<file path="src/rtl/estop_pkg.sv">
package estop_pkg;
    typedef struct packed {
        logic run;
        logic stat;
        logic pend;
        logic flag;
    } ctl_t;
endpackage

</file>
<file path="src/rtl/estop_edge.sv">
module estop_edge #(
    parameter bit FALL = 1'b0,
    parameter bit INIT = 1'b0
) (
    input  logic clk,
    input  logic rst_n,
    input  logic din,
    output logic pulse
);
    // [0] first stage, [1] second stage, [2] previous sample
    logic [2:0] sh_d, sh_q;

    always_comb begin
        sh_d = {sh_q[1], sh_q[0], din};
    end

    always_ff @(posedge clk or negedge rst_n) begin
        if (!rst_n) sh_q <= {3{INIT}};
        else        sh_q <= sh_d;
    end

    generate
        if (FALL) begin : g_fall
            assign pulse = ~sh_q[1] & sh_q[2];
        end else begin : g_rise
            assign pulse = sh_q[1] & ~sh_q[2];
        end
    endgenerate


    single_pulse_chk: assert property (@(posedge clk) disable iff (!rst_n)
        pulse |=> !pulse);
endmodule

</file>
<file path="src/rtl/estop_ctl.sv">
module estop_ctl
    import estop_pkg::*;
(
    input  logic clk,
    input  logic rst_n,
    input  logic run_set,
    input  logic run_clr,
    input  logic clr,
    input  logic emg_hit,
    input  logic evt_hit,
    output logic run,
    output logic stat,
    output logic flag
);
    ctl_t d, q;

    always_comb begin
        d = q;
        if (q.pend) begin
            d.stat = 1'b0;
            d.pend = 1'b0;
        end else if (evt_hit && q.run && !q.stat && !q.flag && !emg_hit && !run_clr) begin
            d.stat = 1'b1;
        end
        if (emg_hit) begin
            d.run  = 1'b0;
            d.flag = 1'b1;
            if (q.stat && !q.pend) d.pend = 1'b1;
        end else begin
            if (clr) d.flag = 1'b0;
            if (run_clr && q.run) begin
                d.run = 1'b0;
                if (q.stat && !q.pend) d.pend = 1'b1;
            end else if (run_set && !q.stat) begin
                d.run = 1'b1;
            end
        end
    end

    always_ff @(posedge clk or negedge rst_n) begin
        if (!rst_n) q <= '0;
        else        q <= d;
    end

    assign run  = q.run;
    assign stat = q.stat;
    assign flag = q.flag;


    emg_flag_chk: assert property (@(posedge clk) disable iff (!rst_n)
        emg_hit |=> (q.flag && !q.run));

    stop_seq_chk: assert property (@(posedge clk) disable iff (!rst_n)
        ($fell(q.run) && q.stat) |=> !q.stat);

    run_lock_chk: assert property (@(posedge clk) disable iff (!rst_n)
        (run_set && q.stat) |=> !$rose(q.run));

    evt_block_chk: assert property (@(posedge clk) disable iff (!rst_n)
        (q.flag && !q.stat) |=> !q.stat);
endmodule

</file>
<file path="src/rtl/estop_cnt.sv">
module estop_cnt #(
    parameter int CNT_W = 8
) (
    input  logic             clk,
    input  logic             rst_n,
    input  logic             en,
    input  logic             active,
    input  logic [CNT_W-1:0] period,
    input  logic [CNT_W-1:0] cmp,
    output logic [CNT_W-1:0] cnt,
    output logic             out_p,
    output logic             out_n
);
    logic [CNT_W-1:0] cnt_d, cnt_q;
    logic             below;

    always_comb begin
        cnt_d = cnt_q;
        if (en) cnt_d = (cnt_q >= period) ? '0 : cnt_q + 1'b1;
    end

    always_ff @(posedge clk or negedge rst_n) begin
        if (!rst_n) cnt_q <= '0;
        else        cnt_q <= cnt_d;
    end

    assign below = (cnt_q < cmp);
    assign cnt   = cnt_q;
    assign out_p = active & below;
    assign out_n = active & ~below;


    wrap_chk: assert property (@(posedge clk) disable iff (!rst_n)
        (en && cnt_q == period) |=> (cnt_q == '0));

    hold_chk: assert property (@(posedge clk) disable iff (!rst_n)
        !en |=> $stable(cnt_q));
endmodule

</file>
<file path="src/rtl/estop_timer.sv">
module estop_timer #(
    parameter int CNT_W = 8,
    parameter int NSRC  = 2,
    localparam int SEL_W = (NSRC > 1) ? $clog2(NSRC) : 1
) (
    input  logic             clk,
    input  logic             rst_n,
    input  logic             cfg_emg_en,
    input  logic [SEL_W-1:0] cfg_emg_sel,
    input  logic             cfg_irq_en,
    input  logic [CNT_W-1:0] cfg_period,
    input  logic [CNT_W-1:0] cfg_cmp,
    input  logic             run_set_wr,
    input  logic             run_clr_wr,
    input  logic             clr_wr,
    input  logic             evt_in,
    input  logic [NSRC-1:0]  emg_in,
    output logic             run_o,
    output logic             stat_o,
    output logic             flag_o,
    output logic [CNT_W-1:0] cnt_o,
    output logic             out_p,
    output logic             out_n,
    output logic             irq_o
);
    logic emg_raw, emg_pulse, evt_pulse, emg_hit;

    assign emg_raw = (int'(cfg_emg_sel) < NSRC) ? emg_in[cfg_emg_sel] : 1'b0;

    estop_edge #(.FALL(1'b0), .INIT(1'b0)) u_emg_edge (
        .clk(clk), .rst_n(rst_n), .din(emg_raw), .pulse(emg_pulse));

    estop_edge #(.FALL(1'b1), .INIT(1'b0)) u_evt_edge (
        .clk(clk), .rst_n(rst_n), .din(evt_in), .pulse(evt_pulse));

    assign emg_hit = emg_pulse & cfg_emg_en;

    estop_ctl u_ctl (
        .clk(clk), .rst_n(rst_n),
        .run_set(run_set_wr), .run_clr(run_clr_wr), .clr(clr_wr),
        .emg_hit(emg_hit), .evt_hit(evt_pulse),
        .run(run_o), .stat(stat_o), .flag(flag_o));

    estop_cnt #(.CNT_W(CNT_W)) u_cnt (
        .clk(clk), .rst_n(rst_n),
        .en(stat_o), .active(stat_o & ~flag_o),
        .period(cfg_period), .cmp(cfg_cmp),
        .cnt(cnt_o), .out_p(out_p), .out_n(out_n));

    assign irq_o = flag_o & cfg_irq_en;


    out_safe_chk: assert property (@(posedge clk) disable iff (!rst_n)
        flag_o |-> !(out_p || out_n));
endmodule

</file>
<file path="config.mk">
export PLATFORM = sky130hd
export DESIGN_NAME = estop_timer
export DESIGN_NICKNAME = d
export VERILOG_FILES = /design/src/rtl/estop_pkg.sv /design/src/rtl/estop_edge.sv /design/src/rtl/estop_ctl.sv /design/src/rtl/estop_cnt.sv /design/src/rtl/estop_timer.sv
export SDC_FILE = /design/constraint.sdc
export NUM_CORES = 1
export LEC_CHECK = 0
export BUFFER_PORTS_ARGS = -buffer_cell sky130_fd_sc_hd__buf_2
export CORE_UTILIZATION = 31
export DETAILED_ROUTE_END_ITERATION = 10
export PLACE_DENSITY = 0.67
export SYNTH_ARGS = -nofsm -noshare
export SYNTH_HDL_FRONTEND = slang
export SYNTH_SLANG_ARGS = --single-unit
</file>
<file path="constraint.sdc">
create_clock -name clk -period 2.1 [get_ports clk]
set_input_delay 0.315 -clock clk [delete_from_list [all_inputs] [get_ports clk]]
set_output_delay 0.315 -clock clk [all_outputs]
set_load 0.01 [all_outputs]
</file>
# == Yosys cells after proc, flatten, opt, wreduce, memory -nomap -nowiden ==
# Index checks and enable logic that the tools add are counted.
# totals
regBits,18
output_inout_bits,14
wordCells,50
input_bits,27
# op_classes
bitwise,11
addsub,1
reduce_logical,16
order_cmp,3
muxes,12
# ops
op,count
2-to-1 mux 1 bit,10
adder 8 x 1 -> 8 bit (second input constant),1
>= comparator 8 bit,1
logical AND 1 bit,8
< comparator 8 bit,1
2-to-1 mux 8 bit,1
AND 1 bit,7
logical NOT 1 bit,5
NOT 1 bit,4
nonzero test 2 bit,2
nonzero test 3 bit,1
< comparator 1 x 2 -> 1 bit (second input constant),1
2-to-1 mux 2 bit,1

# == Longest topological paths before layout ==
# depth
depth_word,9
mapped_depth,8
depth_no_buf,7

# == By module ==
# A second synthesis with hierarchy kept.
# hier_totals
hier_cells,124
hier_area_um2,1206.2
# by_module_without_submodules
mod,seq_area_each_um2,cells_each,area_each_um2,n_inst
estop_cnt,200.2,98,829.5,1
estop_edge,75.1,4,88.8,2
estop_ctl,100.1,14,165.2,1
estop_timer,0.0,4,33.8,1

# == Worst setup path after synthesis ==
# Ideal clock, no wire load.
# synth_path
path_kind,flip-flop to flip-flop
from,"register u_cnt.cnt_q[0], in the netlist u_cnt.cnt[0]"
to,"register u_cnt.cnt_q[1], in the netlist u_cnt.cnt[1]"
required_time_ps,2010
path_stages_with_launch,9
slack_ps,17
n_path_buf,1
setup_ps,90
period_less_slack_ps,2083
t_arrival_ps,1993
path_cell_list,dfrtp_1 > inv_1 > ha_1 > nand2b_4 > a2111oi_4 > a2111oi_2 > or3_1 > buf_6 > o31ai_4
# synth_between
elab_chain_len,2
word_cells_on_any_way,3
cone_classes,add/sub: 1; order compare: 1; mux: 1
# synth_rtl
element,line_no,text
"start, declared",estop_cnt.sv:14,"logic [CNT_W-1:0] cnt_d, cnt_q;"
"start signal, assigned",estop_cnt.sv:24,else cnt_q <= cnt_d;
adder 8 x 1 -> 8 bit or >= comparator 8 bit (tied branches),estop_cnt.sv:19,if (en) cnt_d = (cnt_q >= period) ? '0 : cnt_q + 1'b1;
2-to-1 mux 8 bit *,estop_cnt.sv:19,
# Every way passes the cells marked *; elsewhere a longest branch is shown, timed or not.
# A chain may end at the register's enable or synchronous reset.

# == Worst setup path after layout ==
# layout_path
from,"register u_cnt.cnt_q[2], in the netlist u_cnt.cnt[2]"
to,output port out_n
# layout_between
elab_chain_len,3
# layout_rtl
element,line_no,text
< comparator 8 bit,estop_cnt.sv:27,assign below = (cnt_q < cmp);
NOT 1 bit,estop_cnt.sv:30,assign out_n = active & ~below;
AND 1 bit,estop_cnt.sv:30,
"end, declared",estop_timer.sv:23,"output logic out_n,"
# Every way passes these cells.

==> out/metrics.json <==
{
  "outcome": {
    "run_status": "completed"
  },
  "worst_setup_path": {
    "worstPathRequired_ns": 1.78,
    "cells_traversed_along_the_worst_timing_path": "ha_1, o21ai_0, o21bai_1, nand2_1, a221oi_2, buf_2",
    "reg2reg_depth": 6,
    "crit_buf_inv": 1,
    "r2r_end": "u_cnt.cnt[1]",
    "worst_setup_path_start_kind": "register",
    "cp_num_cells": 6,
    "cp_top_family": "compound AO/OA/AOI/OAI gates",
    "critPathArrivalTime_ns": 1.70,
    "timing_worst_setup_path_type": "reg -> out",
    "worst-r2r-setup-slack_ns": 0.12,
    "crit_path_start": "u_cnt.cnt[2]",
    "endpoint_kind": "output port",
    "critPathMaxStageDelay_ns": 0.42,
    "regToRegStartpoint": "u_cnt.cnt[1]",
    "cpMaxStageDelayCell": "sky130_fd_sc_hd__dfrtp_1",
    "max_fanout_on_critical_path": 4
  },
  "power": {
    "netSwitchingFraction_pct": 39.89,
    "clockPowerShare_pct": 14.9,
    "p_seq_share_pct": 31.0,
    "comb_power_share_pct": 54.1,
    "netSwitchingPower_uw": 647.6,
    "power.internal_uw": 975.9,
    "lkg_pwr_nw": 0.8265,
    "finalPower_mw": 1.623,
    "power.density_nw_per_um2": 1018,
    "power.ir.vdd_worst_mv": 0.5261
  },
  "timing": {
    "final.hold.worst_slack_ns": 0.1662,
    "max_slew.worst_pin.slew_ns": 0.4624,
    "period_needed_ns": 2.019,
    "worst_clock_skew_ns": 0.003319,
    "maxClockFrequency_mhz": 495.4,
    "report.final.hold_viol_count": 0,
    "finalMaxSlewViolations": 0,
    "timing.max_slew.rel_slack_pct": 68.85,
    "final_report_setup_violation_count": 0,
    "grt_setup_unrepaired": "yes",
    "fin_ws_ns": 0.08137,
    "finalCritPeriodShare_pct": 96.13
  },
  "run": {
    "max_cap_viol_count": 0
  },
  "worst_hold_path": {
    "worst_hold_path.num_cells": 1,
    "worst_hold_path.endpoint": "u_evt_edge.sh_q[0]",
    "worstHoldPathType": "in -> reg",
    "hold_path_start": "evt_in"
  },
  "global_route": {
    "maximum_number_of_pins_on_one_net_before_global_route_repair": 19,
    "grt_overflow": 0,
    "number_of_global_route_vias_before_repair": 878,
    "grt.total_usage_pct": 12.62,
    "first_pass_grt_wire_length_um": 3953,
    "antenna_found_initial": 0
  },
  "floorplan": {
    "pin_count": 41,
    "height_of_the_die_um": 63.73,
    "die_w_um": 63.73,
    "start_util_pct": 32.26,
    "fp-row-count": 22,
    "placeable_core_region_sq_um": 3661,
    "die_area_sq_um": 4061
  },
  "clock_tree": {
    "clk_transition_reported_paths_ns": 0.07,
    "worst_skew_pair.late_latency_ns": 0.25,
    "cts.htree.levels": 1,
    "clock_tree.root_cell": "sky130_fd_sc_hd__clkbuf_8",
    "cts-root-to-sink-buffers": 2,
    "cts_num_sinks": 18,
    "tritoncts": "built",
    "cts-buffers-inserted": 3
  },
  "synthesis": {
    "sequential_to_total_area_share_from_yosys_stat_pct": 38.14,
    "synthesis.area_sq_um": 1181,
    "yosysWarningCount": 0,
    "synth.top_cells.by_area": "sky130_fd_sc_hd__dfrtp_1 38%, sky130_fd_sc_hd__ha_1 17%, sky130_fd_sc_hd__inv_1 6.0%",
    "synthesized_net_count": 163,
    "synth_cells": 120,
    "synthDominantAreaCellType": "sky130_fd_sc_hd__dfrtp_1",
    "synth_cell_type_count": 37,
    "synth_area_per_cell_sq_um": 9.843,
    "ys_seq_elements": 18,
    "yosys.area.top_type_share_pct": 38.14
  },
  "routing": {
    "drt.antenna.violating_nets": 0,
    "drt_drc_violations_left": 0,
    "avgRoutedWirePerCell_um": 11.74,
    "totalWireLength_um": 2559,
    "dr.first_iter.drc_count": 23,
    "drt_first_pass_iters": 4,
    "num_vias": 1017,
    "vias_per_cell": 4.665
  },
  "final_layout": {
    "flow.area_growth_from_synthesis_pct": 35.06,
    "final_common_cell": "sky130_fd_sc_hd__buf_2",
    "layout.cells.most_common_list": "40 x sky130_fd_sc_hd__buf_2, 19 x sky130_fd_sc_hd__inv_1, 16 x sky130_fd_sc_hd__dfrtp_1",
    "fin_nets": 215,
    "drive_gt1_share_pct": 40.59,
    "antenna_cells_inserted": 0
  },
  "placement": {
    "post-place-ws_ns": -0.007748,
    "io_buffer_count": 40,
    "gp_congestion": 0.7358,
    "post-dp-hpwl_um": 1947
  }
}
==> power by group through the flow <==
stage	clock network, mW	logic [mW]	registers [mW]
floorplan	0	0.451	0.564
global placement	0	0.770	0.518
detailed placement	0	0.781	0.522
CTS	0.247	0.820	0.504
global route	0.256	0.966	0.515
finish	0.242	0.879	0.503
==> worst max-delay path by stage <==
stage / end / slack (ns)
floorplan: u_cnt.cnt[1] / 0.02
global placement: u_cnt.cnt[1] / -0.008
detailed placement: u_cnt.cnt[1] / -0.008
CTS: out_p / 0.003
global route: out_n / -0.02
finish: out_n / 0.08
==> stage by stage <==
stage                     setup TNS [ns]  util [%]  area [sq um]  std cells
after detailed placement        -0.02097     40.19          1471        212
after global routing            -0.01543     43.57          1595        218
final                                  0     43.57          1595        218
after CTS                              0     42.21          1545        218
after floorplan                        0         -          1181        120
after global placement         -0.007927     40.19          1471        212
==> timing repair <==
| item | in CTS | in global routing |
|---|---|---|
| hold buffers | 1 | 0 |
| setup endpoints to repair | 6 | 7 |
| resized for setup | 3 | 7 |
| setup buffers | 2 | 0 |
| endpoints found under the hold margin | 18 | 0 |
| pin swaps | 0 | 6 |
==> layout make-up <==
class	instances	area [sq um]
sequential	18	452.9
timing repair buffer	49	270.3
inverter	20	75.07
clock buffer	3	41.29
tap	48	60.06
multi-input combinational	80	695.7
fill	372	2066
==> registers in the layout, indices dropped and copies added, names as in the netlist <==
register	flops
u_cnt.cnt	8
u_ctl.q	1
u_ctl.flag	1
u_evt_edge.sh_q	3
u_ctl.stat	1
u_emg_edge.sh_q	3
u_ctl.run	1
==> worst register-to-register path, stage by stage (launching register included) <==
cell,delay (ns)
sky130_fd_sc_hd__dfrtp_2,0.41
sky130_fd_sc_hd__buf_4,0.17
sky130_fd_sc_hd__ha_4,0.22
sky130_fd_sc_hd__a2111oi_4,0.38
sky130_fd_sc_hd__a2111oi_4,0.08
sky130_fd_sc_hd__or3_4,0.47
sky130_fd_sc_hd__o31ai_4,0.17
==> logic make-up after synthesis <==
| group | share of synthesized area (%) |
|---|---|
| buf+inv | 7.627 |
| flops | 38.14 |
| mux | 0.9533 |
| xor+xnor | 2.967 |
| simple gates | 14.94 |
| fa+ha+maj | 16.95 |
| compound gates | 18.43 |
==> Yosys cell counts (all sizes together) <==
| cell | n |
|---|---|
| nand3b | 1 |
| inv | 20 |
| or3 | 3 |
| a221oi | 1 |
| xor2 | 2 |
| or4 | 1 |
| ha | 16 |
| o21ai | 4 |
| a2111oi | 2 |
| clkbuf | 1 |
| o21bai | 1 |
| o2111a | 1 |
| o41ai | 1 |
| dfrtp | 18 |
| buf | 1 |
| a211oi | 1 |
| nand3 | 4 |
| o2bb2ai | 1 |
| a21o | 1 |
| and2 | 1 |
| nand2b | 2 |
| nor2 | 5 |
| o221ai | 1 |
| xnor2 | 2 |
| mux2 | 1 |
| or2 | 1 |
| o31ai | 1 |
| nand2 | 9 |
| nand4 | 2 |
| a21oi | 10 |
| nor2b | 3 |
| o32ai | 1 |
| nor3 | 1 |
==> metal layers <==
metal,GRT usage (%),share of wire (%),vias to the layer above
met1,17.56,48,466
met2,19.55,46,34
li1,-,-,515
met3,3.261,5.2,2
met4,2.557,0.55,0
met5,0,0,-
(Power assumes the default switching activity.)
